`src/rtl/keyed_wdt_pkg.sv`:
```
package keyed_wdt_pkg;
  // Key values written by software
  localparam logic [15:0] KEY_FEED    = 16'hFEED;
  localparam logic [15:0] KEY_UNLOCK1 = 16'h2BAD;
  localparam logic [15:0] KEY_UNLOCK2 = 16'hCAFE;
  localparam logic [15:0] KEY_RESUME  = 16'hACED;
  localparam logic [15:0] KEY_STS_CLR = 16'hE8B4;
  // Readback codes
  localparam logic [15:0] CODE_OFF    = 16'hDABE;
  localparam logic [15:0] CODE_ON     = 16'h0000;
  localparam logic [15:0] CODE_BARKED = 16'hCFE8;
  // Byte offsets
  localparam logic [7:0] OFS_FEED  = 8'h00;
  localparam logic [7:0] OFS_TMO   = 8'h04;
  localparam logic [7:0] OFS_LOCK1 = 8'h08;
  localparam logic [7:0] OFS_LOCK2 = 8'h0C;
  localparam logic [7:0] OFS_STAT  = 8'h10;
  localparam logic [7:0] OFS_CNT   = 8'h14;
  localparam logic [7:0] OFS_DBG   = 8'h18;
  localparam logic [7:0] OFS_RSUM  = 8'h1C;
  localparam logic [7:0] OFS_EVT   = 8'h20;
  localparam logic [7:0] OFS_MASK  = 8'h24;
  localparam logic [7:0] OFS_FORCE = 8'h28;
endpackage

```
`src/rtl/keyed_wdt_tick_sync.sv`:
```
module keyed_wdt_tick_sync #(
  parameter int STAGES = 2
) (
  input  logic clk,
  input  logic rst_n,
  input  logic tick_i,
  output logic edge_o,
  output logic inflight_o
);
  localparam int LAST = STAGES;

  logic [LAST:0] sync_q;

  always_ff @(posedge clk) begin
    if (!rst_n) sync_q <= '0;
    else        sync_q <= {sync_q[LAST-1:0], tick_i};
  end

  // A rising edge sits somewhere in the chain until it reaches the last stage
  assign edge_o     = sync_q[LAST-1] & ~sync_q[LAST];
  assign inflight_o = |(sync_q[LAST-1:0] & ~sync_q[LAST:1]);
endmodule

```
`src/rtl/keyed_wdt_counter.sv`:
```
module keyed_wdt_counter #(
  parameter int CNT_W = 15
) (
  input  logic             clk,
  input  logic             rst_n,
  input  logic             tick,
  input  logic             feed,
  input  logic             ack,
  input  logic             clr,
  input  logic             en,
  input  logic             frozen,
  input  logic [CNT_W-1:0] tmo,
  output logic [CNT_W-1:0] cnt_o,
  output logic             evt_o,
  output logic             warned_o,
  output logic             expired_o
);
  logic [CNT_W-1:0] cnt_q;
  logic evt_q, warned_q, expired_q, ack_pend_q;
  logic step;

  assign step = tick && en && !frozen && !expired_q;

  always_ff @(posedge clk) begin
    if (!rst_n) begin
      cnt_q      <= '0;
      evt_q      <= 1'b0;
      warned_q   <= 1'b0;
      expired_q  <= 1'b0;
      ack_pend_q <= 1'b0;
    end else begin
      // acknowledge lands at the next slow tick
      if (tick && ack_pend_q) begin
        evt_q      <= 1'b0;
        ack_pend_q <= 1'b0;
      end
      if (ack) ack_pend_q <= 1'b1;
      if (clr) begin
        expired_q <= 1'b0;
        warned_q  <= 1'b0;
      end
      if (feed) begin
        cnt_q    <= tmo;
        warned_q <= 1'b0;
      end else if (step) begin
        if (cnt_q != '0) begin
          cnt_q <= cnt_q - 1'b1;
        end else if (!warned_q) begin
          warned_q <= 1'b1;
          evt_q    <= 1'b1;
        end else begin
          expired_q <= 1'b1;
        end
      end
    end
  end

  assign cnt_o     = cnt_q;
  assign evt_o     = evt_q;
  assign warned_o  = warned_q;
  assign expired_o = expired_q;
endmodule

```
`src/rtl/keyed_wdt_regs.sv`:
```
module keyed_wdt_regs
  import keyed_wdt_pkg::*;
#(
  parameter int          ADDR_W  = 6,
  parameter int          CNT_W   = 15,
  parameter int unsigned TMO_RST = 6000
) (
  input  logic              clk,
  input  logic              rst_n,
  input  logic              bus_we,
  input  logic [ADDR_W-1:0] bus_addr,
  input  logic [15:0]       bus_wdata,
  output logic [15:0]       bus_rdata,
  input  logic              dbg_mode_i,
  input  logic [CNT_W-1:0]  cnt_i,
  input  logic              inflight_i,
  input  logic              evt_i,
  input  logic              expired_i,
  output logic [CNT_W-1:0]  tmo_o,
  output logic              feed_o,
  output logic              ack_o,
  output logic              clr_o,
  output logic              en_o,
  output logic              frozen_o,
  output logic              mask_o,
  output logic              force_o
);
  logic [CNT_W-1:0] tmo_q;
  logic en_q, unlock_q, mask_q, force_q, dbgen_q;

  function automatic logic hit(input logic [ADDR_W-1:0] a, input logic [7:0] ofs);
    return a == ADDR_W'(ofs);
  endfunction

  assign feed_o   = bus_we && hit(bus_addr, OFS_FEED) && bus_wdata == KEY_FEED;
  assign ack_o    = bus_we && hit(bus_addr, OFS_EVT) && bus_wdata[0];
  assign clr_o    = bus_we && hit(bus_addr, OFS_STAT) && bus_wdata == KEY_STS_CLR;
  assign frozen_o = dbg_mode_i && !dbgen_q;

  always_ff @(posedge clk) begin
    if (!rst_n) begin
      tmo_q    <= CNT_W'(TMO_RST);
      en_q     <= 1'b0;
      unlock_q <= 1'b0;
      mask_q   <= 1'b0;
      force_q  <= 1'b0;
      dbgen_q  <= 1'b0;
    end else if (bus_we) begin
      if (hit(bus_addr, OFS_TMO))   tmo_q    <= bus_wdata[CNT_W-1:0];
      if (hit(bus_addr, OFS_LOCK1)) unlock_q <= (bus_wdata == KEY_UNLOCK1);
      if (hit(bus_addr, OFS_LOCK2)) begin
        unlock_q <= 1'b0;
        if (unlock_q && bus_wdata == KEY_UNLOCK2) en_q <= 1'b0;
      end
      if (hit(bus_addr, OFS_RSUM) && !en_q && bus_wdata == KEY_RESUME) en_q <= 1'b1;
      if (hit(bus_addr, OFS_MASK))  mask_q  <= bus_wdata[0];
      if (hit(bus_addr, OFS_FORCE)) force_q <= bus_wdata[0];
      if (hit(bus_addr, OFS_DBG))   dbgen_q <= bus_wdata[0];
    end
  end

  always_comb begin
    bus_rdata = '0;
    if (hit(bus_addr, OFS_TMO))   bus_rdata = 16'(tmo_q);
    if (hit(bus_addr, OFS_LOCK2)) bus_rdata = en_q ? CODE_ON : CODE_OFF;
    if (hit(bus_addr, OFS_STAT))  bus_rdata = expired_i ? CODE_BARKED : 16'h0000;
    if (hit(bus_addr, OFS_CNT)) begin
      bus_rdata     = 16'(cnt_i);
      bus_rdata[15] = inflight_i;
    end
    if (hit(bus_addr, OFS_DBG))   bus_rdata = {14'd0, dbg_mode_i, dbgen_q};
    if (hit(bus_addr, OFS_EVT))   bus_rdata = {15'd0, evt_i | force_q};
    if (hit(bus_addr, OFS_MASK))  bus_rdata = {15'd0, mask_q};
    if (hit(bus_addr, OFS_FORCE)) bus_rdata = {15'd0, force_q};
  end

  assign tmo_o   = tmo_q;
  assign en_o    = en_q;
  assign mask_o  = mask_q;
  assign force_o = force_q;
endmodule

```
`src/rtl/keyed_wdt.sv`:
```
module keyed_wdt #(
  parameter int          ADDR_W      = 6,
  parameter int          CNT_W       = 15,
  parameter int          SYNC_STAGES = 2,
  parameter int unsigned TMO_RST     = 6000
) (
  input  logic              clk,
  input  logic              rst_n,
  input  logic              tick_i,
  input  logic              dbg_mode_i,
  input  logic              bus_we,
  input  logic [ADDR_W-1:0] bus_addr,
  input  logic [15:0]       bus_wdata,
  output logic [15:0]       bus_rdata,
  output logic              irq_o,
  output logic              wdt_rst_o
);
  logic tick_w, inflight_w, feed_w, ack_w, clr_w, en_w, frozen_w;
  logic mask_w, force_w, evt_w, warned_w, expired_w;
  logic [CNT_W-1:0] tmo_w, cnt_w;

  keyed_wdt_tick_sync #(.STAGES(SYNC_STAGES)) u_sync (
    .clk(clk), .rst_n(rst_n), .tick_i(tick_i),
    .edge_o(tick_w), .inflight_o(inflight_w)
  );

  keyed_wdt_regs #(.ADDR_W(ADDR_W), .CNT_W(CNT_W), .TMO_RST(TMO_RST)) u_regs (
    .clk(clk), .rst_n(rst_n), .bus_we(bus_we), .bus_addr(bus_addr),
    .bus_wdata(bus_wdata), .bus_rdata(bus_rdata), .dbg_mode_i(dbg_mode_i),
    .cnt_i(cnt_w), .inflight_i(inflight_w), .evt_i(evt_w), .expired_i(expired_w),
    .tmo_o(tmo_w), .feed_o(feed_w), .ack_o(ack_w), .clr_o(clr_w), .en_o(en_w),
    .frozen_o(frozen_w), .mask_o(mask_w), .force_o(force_w)
  );

  keyed_wdt_counter #(.CNT_W(CNT_W)) u_cnt (
    .clk(clk), .rst_n(rst_n), .tick(tick_w), .feed(feed_w), .ack(ack_w),
    .clr(clr_w), .en(en_w), .frozen(frozen_w), .tmo(tmo_w),
    .cnt_o(cnt_w), .evt_o(evt_w), .warned_o(warned_w), .expired_o(expired_w)
  );

  assign irq_o     = mask_w & (evt_w | force_w);
  assign wdt_rst_o = expired_w;
endmodule

```
`config.mk`:
```
export PLATFORM = sky130hd
export DESIGN_NAME = keyed_wdt
export DESIGN_NICKNAME = d
export VERILOG_FILES = /design/src/rtl/keyed_wdt_pkg.sv /design/src/rtl/keyed_wdt_tick_sync.sv /design/src/rtl/keyed_wdt_counter.sv /design/src/rtl/keyed_wdt_regs.sv /design/src/rtl/keyed_wdt.sv
export SDC_FILE = /design/constraint.sdc
export NUM_CORES = 1
export LEC_CHECK = 0
export ABC_AREA = 1
export BUFFER_PORTS_ARGS = -buffer_cell sky130_fd_sc_hd__buf_4
export CORE_MARGIN = 8
export CORE_UTILIZATION = 57
export CTS_CLUSTER_SIZE = 16
export DETAILED_ROUTE_END_ITERATION = 6
export HOLD_SLACK_MARGIN = 0.02
export MAX_ROUTING_LAYER = met4
export PLACE_DENSITY = 0.77
export SLEW_MARGIN = 20
export SYNTH_ARGS = -nofsm -noshare
export SYNTH_HDL_FRONTEND = slang
export SYNTH_SLANG_ARGS = --single-unit
```
`constraint.sdc`:
```
create_clock -name clk -period 2.1 [get_ports clk]
set_input_delay 0.315 -clock clk [delete_from_list [all_inputs] [get_ports clk]]
set_output_delay 0.315 -clock clk [all_outputs]
set_load 0.005 [all_outputs]
```
## Word-level counts from Yosys, hierarchy flattened

Index checks and enable logic that the tools add are counted.

| cells by class | value |
|---|---|
| add/subtract/negate cells | 1 |
| eq/ne operators | 15 |
| mux-type cells | 34 |
| bitwise logic cells | 7 |
| reductions and logical operators | 35 |

Operator list:

| operator | number |
|---|---|
| $mux W16 | 9 |
| $eq A16 B16 Y1 const B | 4 |
| $mux W15 | 4 |
| $eq A6 B5 Y1 const B | 4 |
| $mux W1 | 21 |
| $eq A6 B6 Y1 const B | 3 |
| $eq A16 B14 Y1 const B | 1 |
| $reduce_bool A15 Y1 | 1 |
| $sub A15 B1 Y15 const B | 1 |
| $logic_and A1 B1 Y1 | 14 |
| $eq A6 B4 Y1 const B | 2 |
| $reduce_and A2 Y1 | 6 |
| $reduce_bool A2 Y1 | 6 |
| $eq A6 B3 Y1 const B | 1 |
| $logic_not A6 Y1 | 1 |
| $logic_not A1 Y1 | 4 |
| $reduce_or A2 Y1 | 2 |
| $reduce_and A3 Y1 | 1 |
| $and A1 B1 Y1 | 2 |
| $and A2 B2 Y2 | 1 |
| $not A1 Y1 | 2 |
| $not A2 Y2 | 1 |
| $or A1 B1 Y1 | 1 |

| storage, ports and cells | value |
|---|---|
| register bits after elaboration | 42 |
| input bits | 27 |
| output and inout bits | 18 |
| word-level logic and storage cells | 104 |

## Depth between registers and ports, before layout

Gate-level depths: netlist of run 1.

| depth | value |
|---|---|
| depth after elaboration | 9 |
| mapped depth | 11 |
| gate-level depth less buffers | 11 |

## By module

Synthesis of run 1 repeated with hierarchy kept, for this count alone.

| unflattened totals | value |
|---|---|
| cell total of the unflattened synthesis | 475 |
| area total of the unflattened synthesis | 2787.7 µm² |

Modules (own cells, without submodules):

| module | times used | cells each | area each (µm²) | seq. area each (µm²) |
|---|---|---|---|---|
| keyed_wdt_regs | 1 | 252 | 1437.6 | 400.4 |
| keyed_wdt_counter | 1 | 205 | 1233.7 | 380.4 |
| keyed_wdt_tick_sync | 1 | 15 | 105.1 | 60.1 |
| keyed_wdt | 1 | 3 | 11.3 | 0.0 |

## Worst setup path before layout of run 1

No wires, ideal clock.

| path | value |
|---|---|
| path type | input to output |
| start | input port bus_addr[1] |
| end | output port bus_rdata[9] |
| arrival time | 1.294 ns |
| data required time | 1.785 ns |
| slack | 0.491 ns |
| stages | 9 |
| buffers on the path | 0 |
| path through | nor2_4 -> nand3_1 -> nor2_1 -> nand2_1 -> nand2_1 -> a21oi_1 -> o21ai_0 -> nand2_1 -> inv_1 |

| between the ends | value |
|---|---|
| longest elaborated chain between the ends | 9 |
| elaborated cells on any way between the ends | 16 |
| those cells by class | eq/ne: 8; mux: 8 |

Ends and longest elaborated chain:

| what | line | RTL |
|---|---|---|
| start: declaration | keyed_wdt.sv:12 | `input logic [ADDR_W-1:0] bus_addr,` |
| $eq A6 B3 Y1 | keyed_wdt_regs.sv:32 | `return a == ADDR_W'(ofs);` |
| $mux W15 | keyed_wdt_regs.sv:64 | `if (hit(bus_addr, OFS_TMO)) bus_rdata = 16'(tmo_q);` |
| $mux W16 | keyed_wdt_regs.sv:65 | `if (hit(bus_addr, OFS_LOCK2)) bus_rdata = en_q ? CODE_ON : CODE_OFF;` |
| $mux W16 | keyed_wdt_regs.sv:66 | `if (hit(bus_addr, OFS_STAT)) bus_rdata = expired_i ? CODE_BARKED : 16'h0000;` |
| $mux W16 | keyed_wdt_regs.sv:67 | `if (hit(bus_addr, OFS_CNT)) begin` |
| $mux W16 | keyed_wdt_regs.sv:71 | `if (hit(bus_addr, OFS_DBG)) bus_rdata = {14'd0, dbg_mode_i, dbgen_q};` |
| $mux W16 | keyed_wdt_regs.sv:72 | `if (hit(bus_addr, OFS_EVT)) bus_rdata = {15'd0, evt_i \| force_q};` |
| $mux W16 | keyed_wdt_regs.sv:73 | `if (hit(bus_addr, OFS_MASK)) bus_rdata = {15'd0, mask_q};` |
| $mux W16 * | keyed_wdt_regs.sv:74 | `if (hit(bus_addr, OFS_FORCE)) bus_rdata = {15'd0, force_q};` |
| end: declaration | keyed_wdt.sv:14 | `output logic [15:0] bus_rdata,` |

Mark *: on every way between the ends. The rest lies on a longest branch, timed or not.

## Worst setup path after layout of run 1

| path | value |
|---|---|
| start | register u_regs.en_q (netlist: u_regs.en_o) |
| end | output port bus_rdata[9] |

| between the ends | value |
|---|---|
| longest elaborated chain between the ends | 8 |

Ends and longest elaborated chain:

| what | line | RTL |
|---|---|---|
| start: declaration | keyed_wdt_regs.sv:29 | `logic en_q, unlock_q, mask_q, force_q, dbgen_q;` |
| start signal: assignment | keyed_wdt_regs.sv:43 | `en_q <= 1'b0;` |
| start signal: assignment | keyed_wdt_regs.sv:53 | `if (unlock_q && bus_wdata == KEY_UNLOCK2) en_q <= 1'b0;` |
| start signal: assignment | keyed_wdt_regs.sv:55 | `if (hit(bus_addr, OFS_RSUM) && !en_q && bus_wdata == KEY_RESUME) en_q <= 1'b1;` |
| $mux W16 (2 in a row) | keyed_wdt_regs.sv:65 |  |
| $mux W16 | keyed_wdt_regs.sv:66 |  |
| $mux W16 | keyed_wdt_regs.sv:67 |  |
| $mux W16 | keyed_wdt_regs.sv:71 |  |
| $mux W16 | keyed_wdt_regs.sv:72 |  |
| $mux W16 | keyed_wdt_regs.sv:73 |  |
| $mux W16 | keyed_wdt_regs.sv:74 |  |

Every way passes these cells.

==> results.cfg, run 1 <==
[setup_path]
crit_start = u_regs.en_o$_SDFFE_PN0P_
critPathKind = register to output port
cp_cell_sequence = inv_1, nand2_1, nand2_1, a21oi_4, o21ai_0, nand2_1, inv_1, buf_4
startpoint_type = register
arrival_ns = 1.57
critical_path.max_stage_delay_ns = 0.41
critPathMaxFanout = 6
reg2reg_from = u_cnt.cnt_o[0]$_SDFFE_PN0P_
cp.buffers_inverters = 3
critical-path-top-delay-family = flip-flops
cpMostUsedCell = sky130_fd_sc_hd__nand2_1
worst_ep_required_time_ns = 1.78
end_kind = output port
timing.critical_path.slowest_stage_cell = sky130_fd_sc_hd__dfxtp_1

[status]
status = finished, final reports clean

[timing]
relSlewSlack_pct = 44.9
clock-skew-final_ns = 0.00499
period_share_pct = 89.7
max_freq_mhz = 531
setup_viol = 0
tightest_slew_ns = 0.826
setup_repair_after_global_routing_missed_its_margin = false
timing.final.max_slew_violations = 0
hold_violations = 0
final.min_clock_period_ns = 1.88

[drt]
post_drt_via_cell_ratio = 5.58
drt_iter0_drc = 242
detail-route-antenna-nets = 0
post_drt_wl_per_cell_um = 15.3
drc_errors = 0
drt_pre_antenna_iters = 5
detail_route.wirelength_um = 8620
vias = 3136

[synth]
synth.yosys.warnings = 0
synth.area.top_cells = sky130_fd_sc_hd__dfxtp_1 30%, sky130_fd_sc_hd__nand2_1 15%, sky130_fd_sc_hd__nand3_1 8.6%, sky130_fd_sc_hd__inv_1 7.9%, sky130_fd_sc_hd__nor2_1 6.6%
synth.lib_cells_used.distinct = 41
sequential_share_of_the_synthesized_area_pct = 30.0
synth_area_per_cell_um2 = 6.29
mappedNetlistNets = 473
synthDominantAreaCellType = sky130_fd_sc_hd__dfxtp_1
ys_seq_elements = 42
count_of_mapped_cells_out_of_synthesis = 445
synthesis.area_mm2 = 0.00280
synth_top_area_share_pct = 30.0

[global_route]
grt_start_max_net_pins = 23
global_route_total_overflow = 0
first_global_vias = 3113
antenna_violations_before_repair = 0
global_route_wire_length_before_repair_um = 14500
groute.usage.overall_pct = 24.9

[clock_network]
clk_pin_slew_ns = 0.08
insertion_delay_ns = 0.30
clockBufferDepth = 2
root_buf_cell = sky130_fd_sc_hd__clkbuf_8
cts_tree = built
cts_htree_levels = 2
number_of_buffers_added_by_the_clock_tree_synthesis_step = 5
cts_hold_buf = 0
cts.sinks = 42

[floorplanning]
placement_rows = 25
initial_util_pct = 59.3
die-height_um = 86.1
fp.coreArea_mm2 = 0.00472
die_w_um = 86.1
design.die.area_mm2 = 0.00741
io_pins = 45

[hold_path]
hp-class = primary input to register
hold_path_startpoint = tick_i

[power_and_ir_drop]
static-leakage-power_nw = 1.62
cellPowerDensity_mw_per_mm2 = 484
design_power_total_mw = 1.61
max-vdd-ir-drop_mv = 0.297

[finish]
num-nets-final = 522
most-common-layout-cells = 115 x sky130_fd_sc_hd__nand2_1, 59 x sky130_fd_sc_hd__inv_1, 56 x sky130_fd_sc_hd__buf_4
synthToLayoutAreaGrowth_pct = 18.5
design_area_mm2 = 0.00332
antenna-diode-count = 0
final_common_cell = sky130_fd_sc_hd__nand2_1
fraction_of_final_layout_cells_with_drive_strength_greater_than_1_pct = 18.0

[place]
placed_cell_area_mm2 = 0.00320
detailedPlacementHpwl_um = 6650
final_wtd_congestion = 0.962
numPortBuffers = 44

[job]
max_cap_viol_count = 0
==> layer usage <==
layer | vias up | wire, um | GRT usage, % | part of all wire, %
li1 | 1536 | - | - | -
met1 | 1435 | 3730 | 29.4 | 43
met2 | 139 | 4120 | 40.4 | 48
met3 | 26 | 514 | 3.72 | 6.0
met4 | 0 | 255 | 11.9 | 3.0
met5 | - | 0 | - | 0
==> area by class of cell <==
class,instances,area (um2)
clock buffer,6,72.6
clock inverter,2,37.5
fill,448,1400
inverter,62,233
multi-input combinational,327,1630
sequential,42,841
tap,67,83.8
timing repair buffer,56,420
==> worst paths after layout <==
kind / to / slack, ns / cells past startpoint
min: u_sync.sync_q[0]$_SDFF_PN0_ / 0.19 / 3
max reg2reg: u_cnt.cnt_o[4]$_SDFFE_PN0P_ / 0.34 / 9
max: bus_rdata[9] / 0.22 / 8
min reg2reg: u_sync.sync_q[1]$_SDFF_PN0_ / 0.44 / 2
==> metrics by stage <==
step | cells | setup TNS [ns] | setup WS (ns) | utilization, % | hold WS, ns
floorplan | 445 | 0 | 0.491 | - | 0.413
global placement | 554 | -0.0434 | -0.0222 | 67.7 | 0.420
detailed placement | 554 | -0.0726 | -0.0436 | 67.7 | 0.430
CTS | 562 | 0 | 0.130 | 70.1 | 0.191
global route | 562 | 0 | 0.0746 | 70.3 | 0.202
finish | 562 | 0 | 0.216 | 70.3 | 0.194
==> sequential cells by signal, summed over array words and instances, names as in the netlist <==
register and count:
u_cnt.evt_o 1, u_regs.mask_o 1, u_cnt.cnt_o 15, u_regs.en_o 1, u_cnt.warned_o 1, u_cnt.expired_o 1
u_regs.tmo_o 15, u_regs.force_o 1, u_cnt.ack_pend_q 1, u_regs.dbgen_q 1, u_sync.sync_q 3, u_regs.unlock_q 1
==> power breakdown <==
| part | switching [mW] | leakage [nW] | total, mW | internal [mW] |
|---|---|---|---|---|
| logic | 0.0876 | 1.23 | 0.148 | 0.0606 |
| clock network | 0.299 | 0.0514 | 0.654 | 0.355 |
| registers | 0.00307 | 0.339 | 0.804 | 0.801 |
| total | 0.390 | 1.62 | 1.61 | 1.22 |
==> cell usage after synthesis <==
library cell	instances
sky130_fd_sc_hd__a211oi_1	1
sky130_fd_sc_hd__a21oi_1	35
sky130_fd_sc_hd__a21oi_2	3
sky130_fd_sc_hd__a311oi_1	3
sky130_fd_sc_hd__a41oi_1	1
sky130_fd_sc_hd__buf_1	1
sky130_fd_sc_hd__buf_2	3
sky130_fd_sc_hd__buf_6	1
sky130_fd_sc_hd__buf_8	1
sky130_fd_sc_hd__clkbuf_1	4
sky130_fd_sc_hd__clkbuf_4	1
sky130_fd_sc_hd__clkbuf_8	3
sky130_fd_sc_hd__dfxtp_1	42
sky130_fd_sc_hd__ha_1	1
sky130_fd_sc_hd__inv_1	59
sky130_fd_sc_hd__inv_2	3
sky130_fd_sc_hd__nand2_1	115
sky130_fd_sc_hd__nand2_2	3
sky130_fd_sc_hd__nand2_4	2
sky130_fd_sc_hd__nand3_1	48
sky130_fd_sc_hd__nand3_2	1
sky130_fd_sc_hd__nand3_4	1
sky130_fd_sc_hd__nand3b_1	2
sky130_fd_sc_hd__nand4_1	2
sky130_fd_sc_hd__nor2_1	49
sky130_fd_sc_hd__nor2_2	1
sky130_fd_sc_hd__nor2_4	3
sky130_fd_sc_hd__nor2b_1	1
sky130_fd_sc_hd__nor3_1	7
sky130_fd_sc_hd__nor3_2	1
sky130_fd_sc_hd__nor3_4	1
sky130_fd_sc_hd__o2111ai_1	1
sky130_fd_sc_hd__o211a_1	1
sky130_fd_sc_hd__o211ai_1	3
sky130_fd_sc_hd__o21a_1	1
sky130_fd_sc_hd__o21ai_0	23
sky130_fd_sc_hd__o21ai_1	1
sky130_fd_sc_hd__o21ai_2	5
sky130_fd_sc_hd__o221ai_1	2
sky130_fd_sc_hd__o22ai_1	3
sky130_fd_sc_hd__xor2_1	6
==> cell families (layout without fill, tap and decap cells) <==
kind of cell | after synthesis | count (layout) | share of synthesized area [%]
AO/OA/AOI/OAI | 83 | 83 | 17.6
XOR/XNOR | 6 | 6 | 1.88
adder cells (fa/ha/maj) | 1 | 1 | 0.447
buffers and inverters | 76 | 126 | 12.2
flip-flops | 42 | 42 | 30.0
AND/OR/NAND/NOR | 237 | 237 | 37.8
==> tightest hold or removal path: stages <==
cell	delay (ns)
sky130_fd_sc_hd__buf_4	0.08
sky130_fd_sc_hd__nand2_1	0.04
sky130_fd_sc_hd__inv_1	0.04
==> what timing repair did <==
action / 4_1_cts / 5_1_grt
buffers inserted: 0 / 0
endpoints found under the setup margin: 2 / 5
resized for setup: 1 / 2
gates cloned: 0 / 0
(Power assumes the default switching activity.)
==> run 2, diff against run 1 <==
--- a/config.mk
+++ b/config.mk
@@ -7,14 +7,15 @@
 export LEC_CHECK = 0
 export ABC_AREA = 1
 export BUFFER_PORTS_ARGS = -buffer_cell sky130_fd_sc_hd__buf_4
-export CORE_MARGIN = 8
-export CORE_UTILIZATION = 57
+export CORE_MARGIN = 4
+export CORE_UTILIZATION = 60
 export CTS_CLUSTER_SIZE = 16
 export DETAILED_ROUTE_END_ITERATION = 6
 export HOLD_SLACK_MARGIN = 0.02
 export MAX_ROUTING_LAYER = met4
-export PLACE_DENSITY = 0.77
+export PLACE_DENSITY = 0.81
 export SLEW_MARGIN = 20
 export SYNTH_ARGS = -nofsm -noshare
 export SYNTH_HDL_FRONTEND = slang
+export SYNTH_HIERARCHICAL = 1
 export SYNTH_SLANG_ARGS = --single-unit
==> constraint.sdc (replaced) <==
create_clock -name clk -period 2.35 [get_ports clk]
set_input_delay 0.3525 -clock clk [delete_from_list [all_inputs] [get_ports clk]]
set_output_delay 0.3525 -clock clk [all_outputs]
set_load 0.005 [all_outputs]
==> results.cfg, run 2 <==
[status]
status = finished, final reports clean

[synth]
ys_seq_elements = 42
mappedNetlistNets = 503
synth_top_area_share_pct = 30.2
synthMostInstantiatedCell = sky130_fd_sc_hd__nand2_1
synth_area_per_cell_um2 = 5.87
synth.yosys.warnings = 6
yosys-top-cells-count = 145 x sky130_fd_sc_hd__nand2_1, 95 x sky130_fd_sc_hd__nor2_1, 55 x sky130_fd_sc_hd__inv_1, 42 x sky130_fd_sc_hd__dfxtp_1, 34 x sky130_fd_sc_hd__nand3_1
synthDominantAreaCellType = sky130_fd_sc_hd__dfxtp_1
async_sr_flop_fraction_pct = 0
synth.lib_cells_used.distinct = 31
count_of_mapped_cells_out_of_synthesis = 475
yosys_most_used_dff = sky130_fd_sc_hd__dfxtp_1
synthesis.area_mm2 = 0.00279
synth.area.top_cells = sky130_fd_sc_hd__dfxtp_1 30%, sky130_fd_sc_hd__nand2_1 20%, sky130_fd_sc_hd__nor2_1 13%, sky130_fd_sc_hd__inv_1 7.4%, sky130_fd_sc_hd__nand3_1 6.1%
sequential_share_of_the_synthesized_area_pct = 30.2
synth_enable_flop_cells = 0

[clock_network]
number_of_buffers_added_by_the_clock_tree_synthesis_step = 5
clk_pin_slew_ns = 0.08
root_buf_cell = sky130_fd_sc_hd__clkbuf_8
cts_hold_buf = 0
clockBufferDepth = 2
cts_setup_buffers = 0
cts_htree_levels = 2
insertion_delay_ns = 0.30
cts-resized-gates = 0
cts_tree = built
cts.sinks = 42

[timing]
setup_repair_after_global_routing_missed_its_margin = false
tightest_slew_ns = 0.516
setup_viol = 0
max_freq_mhz = 484
period_share_pct = 87.9
timing.final.max_slew_violations = 0
clock-skew-final_ns = 0.00600
relSlewSlack_pct = 65.6
totalNegativeSetupSlack_ns = 0
final.min_clock_period_ns = 2.07
hold_violations = 0

[setup_path]
worstRegToRegCells = 9
cp.buffers_inverters = 4
cpMostUsedCell = sky130_fd_sc_hd__nand2_1
critical-path-top-delay-family = buffers and inverters
critPathKind = primary input to output port
startpoint_type = primary input
worst_ep_required_time_ns = 2.00
end_kind = output port
critPathMaxFanout = 15
worst_path_depth = 9
critical_path.max_stage_delay_ns = 0.40
timing.critical_path.slowest_stage_cell = sky130_fd_sc_hd__inv_1
arrival_ns = 1.71
cp_cell_sequence = buf_4, inv_1, nand2_1, nor2_1, nand2_1, inv_1, nand2_1, o21ai_1, buf_4

[drt]
detail_route.wirelength_um = 8000
post_drt_via_cell_ratio = 5.62
vias = 3211
detail-route-antenna-nets = 0
drc_errors = 0
drt_pre_antenna_iters = 5
post_drt_wl_per_cell_um = 14.0
drt_iter0_drc = 337

[global_route]
first_global_vias = 2925
grt_start_max_net_pins = 29
antenna_violations_before_repair = 0
global_route_total_overflow = 0
groute.usage.overall_pct = 28.5
global_route_wire_length_before_repair_um = 13500

[finish]
num-nets-final = 546
layout.cells.non_filler = 571
final_common_cell = sky130_fd_sc_hd__nand2_1
nFillCells = 396
antenna-diode-count = 0
most-common-layout-cells = 145 x sky130_fd_sc_hd__nand2_1, 95 x sky130_fd_sc_hd__nor2_1, 55 x sky130_fd_sc_hd__inv_1
fraction_of_final_layout_cells_with_drive_strength_greater_than_1_pct = 13.9
synthToLayoutAreaGrowth_pct = 16.0

[job]
max_cap_viol_count = 0

[hold_path]
hp-class = primary input to register
hold-path-cell-count = 3

[power_and_ir_drop]
max-vdd-ir-drop_mv = 0.256
cellPowerDensity_mw_per_mm2 = 442
static-leakage-power_nw = 1.64

[place]
detailedPlacementHpwl_um = 6160
final_wtd_congestion = 0.978
numPortBuffers = 44
numPlacedInstances = 563

[floorplanning]
initial_util_pct = 63.2
io_pins = 45
die_w_um = 76.2
placement_rows = 24
fp.coreArea_mm2 = 0.00441
die-height_um = 76.2
design.die.area_mm2 = 0.00580
==> run 2: cell count changes in the layout (fill, tap and decap cells not counted), moves of 4 or more <==
cell and change:
sky130_fd_sc_hd__nand4_1 +11, sky130_fd_sc_hd__a21oi_1 -19, sky130_fd_sc_hd__nand3_1 -14, sky130_fd_sc_hd__nor2_1 +47, sky130_fd_sc_hd__o21ai_0 +6, sky130_fd_sc_hd__o21ai_2 -5, sky130_fd_sc_hd__buf_4 -10, sky130_fd_sc_hd__inv_1 -4
sky130_fd_sc_hd__nand2_1 +30
==> run 2: metal layers <==
metal	global-route usage [%]	share of wire, %	vias up
met4	7.52	1.7	0
met3	5.44	7.9	16
met2	47.3	49	161
li1	-	-	1585
met5	-	0	-
met1	35.4	42	1449
==> run 2: cell type report <==
type,count,area [um2],area share [%]
clock buffers,6,72.6,2.24
well taps,52,65.1,2.01
flip-flops and latches,42,841,26.0
multi-input cells,365,1650,51.2
inverters,58,218,6.73
clock inverters,2,37.5,1.16
repair buffers,46,345,10.7
==> run 2: kinds of logic after synthesis <==
family	share of synthesized area [%]
AOI/OAI and AO/OA	11.1
xor gates and xnor gates	1.26
adders and majority gates	0.449
buffers and inverters	10.5
DFF	30.2
and+or+nand+nor	46.5
==> run 2: final timing paths <==
kind                               start                     endpoint  slack [ns]
max                          bus_addr[3]                 bus_rdata[2]        0.28
min                               tick_i  u_sync/sync_q[0]$_SDFF_PN0_        0.23
max reg2reg  u_cnt/cnt_o[0]$_SDFFE_PN0P_  u_cnt/cnt_o[3]$_SDFFE_PN0P_        0.65
min reg2reg  u_sync/sync_q[0]$_SDFF_PN0_  u_sync/sync_q[1]$_SDFF_PN0_        0.43
==> run 2: stage by stage <==
stage               util (%)  cell area, um2  total power, mW  hold slack, ns  setup WS, ns
floorplan                  -            2790            0.796           0.407         0.689
global placement        70.7            3120            0.866           0.413         0.383
detailed placement      70.7            3120            0.868           0.418         0.357
CTS                     73.2            3230             1.44           0.219         0.347
global route            73.2            3230             1.49           0.225         0.219
finish                  73.2            3230             1.43           0.227         0.285
==> run 2: worst reg2reg max path, cell delays in order, from the launching register on <==
cell and delay [ns]:
sky130_fd_sc_hd__dfxtp_1 0.35, sky130_fd_sc_hd__inv_1 0.09, sky130_fd_sc_hd__ha_1 0.22, sky130_fd_sc_hd__nand2_2 0.13
sky130_fd_sc_hd__nor2_4 0.15, sky130_fd_sc_hd__nand3_2 0.10, sky130_fd_sc_hd__nand2_4 0.18, sky130_fd_sc_hd__inv_2 0.14
sky130_fd_sc_hd__o21ai_0 0.17, sky130_fd_sc_hd__nor2_1 0.06
==> run 2: report_power, final <==
| part | leakage, nW | switching, mW | internal [mW] |
|---|---|---|---|
| Clock | 0.0514 | 0.258 | 0.317 |
| Sequential | 0.339 | 0.00323 | 0.715 |
| Combinational | 1.25 | 0.0816 | 0.0533 |
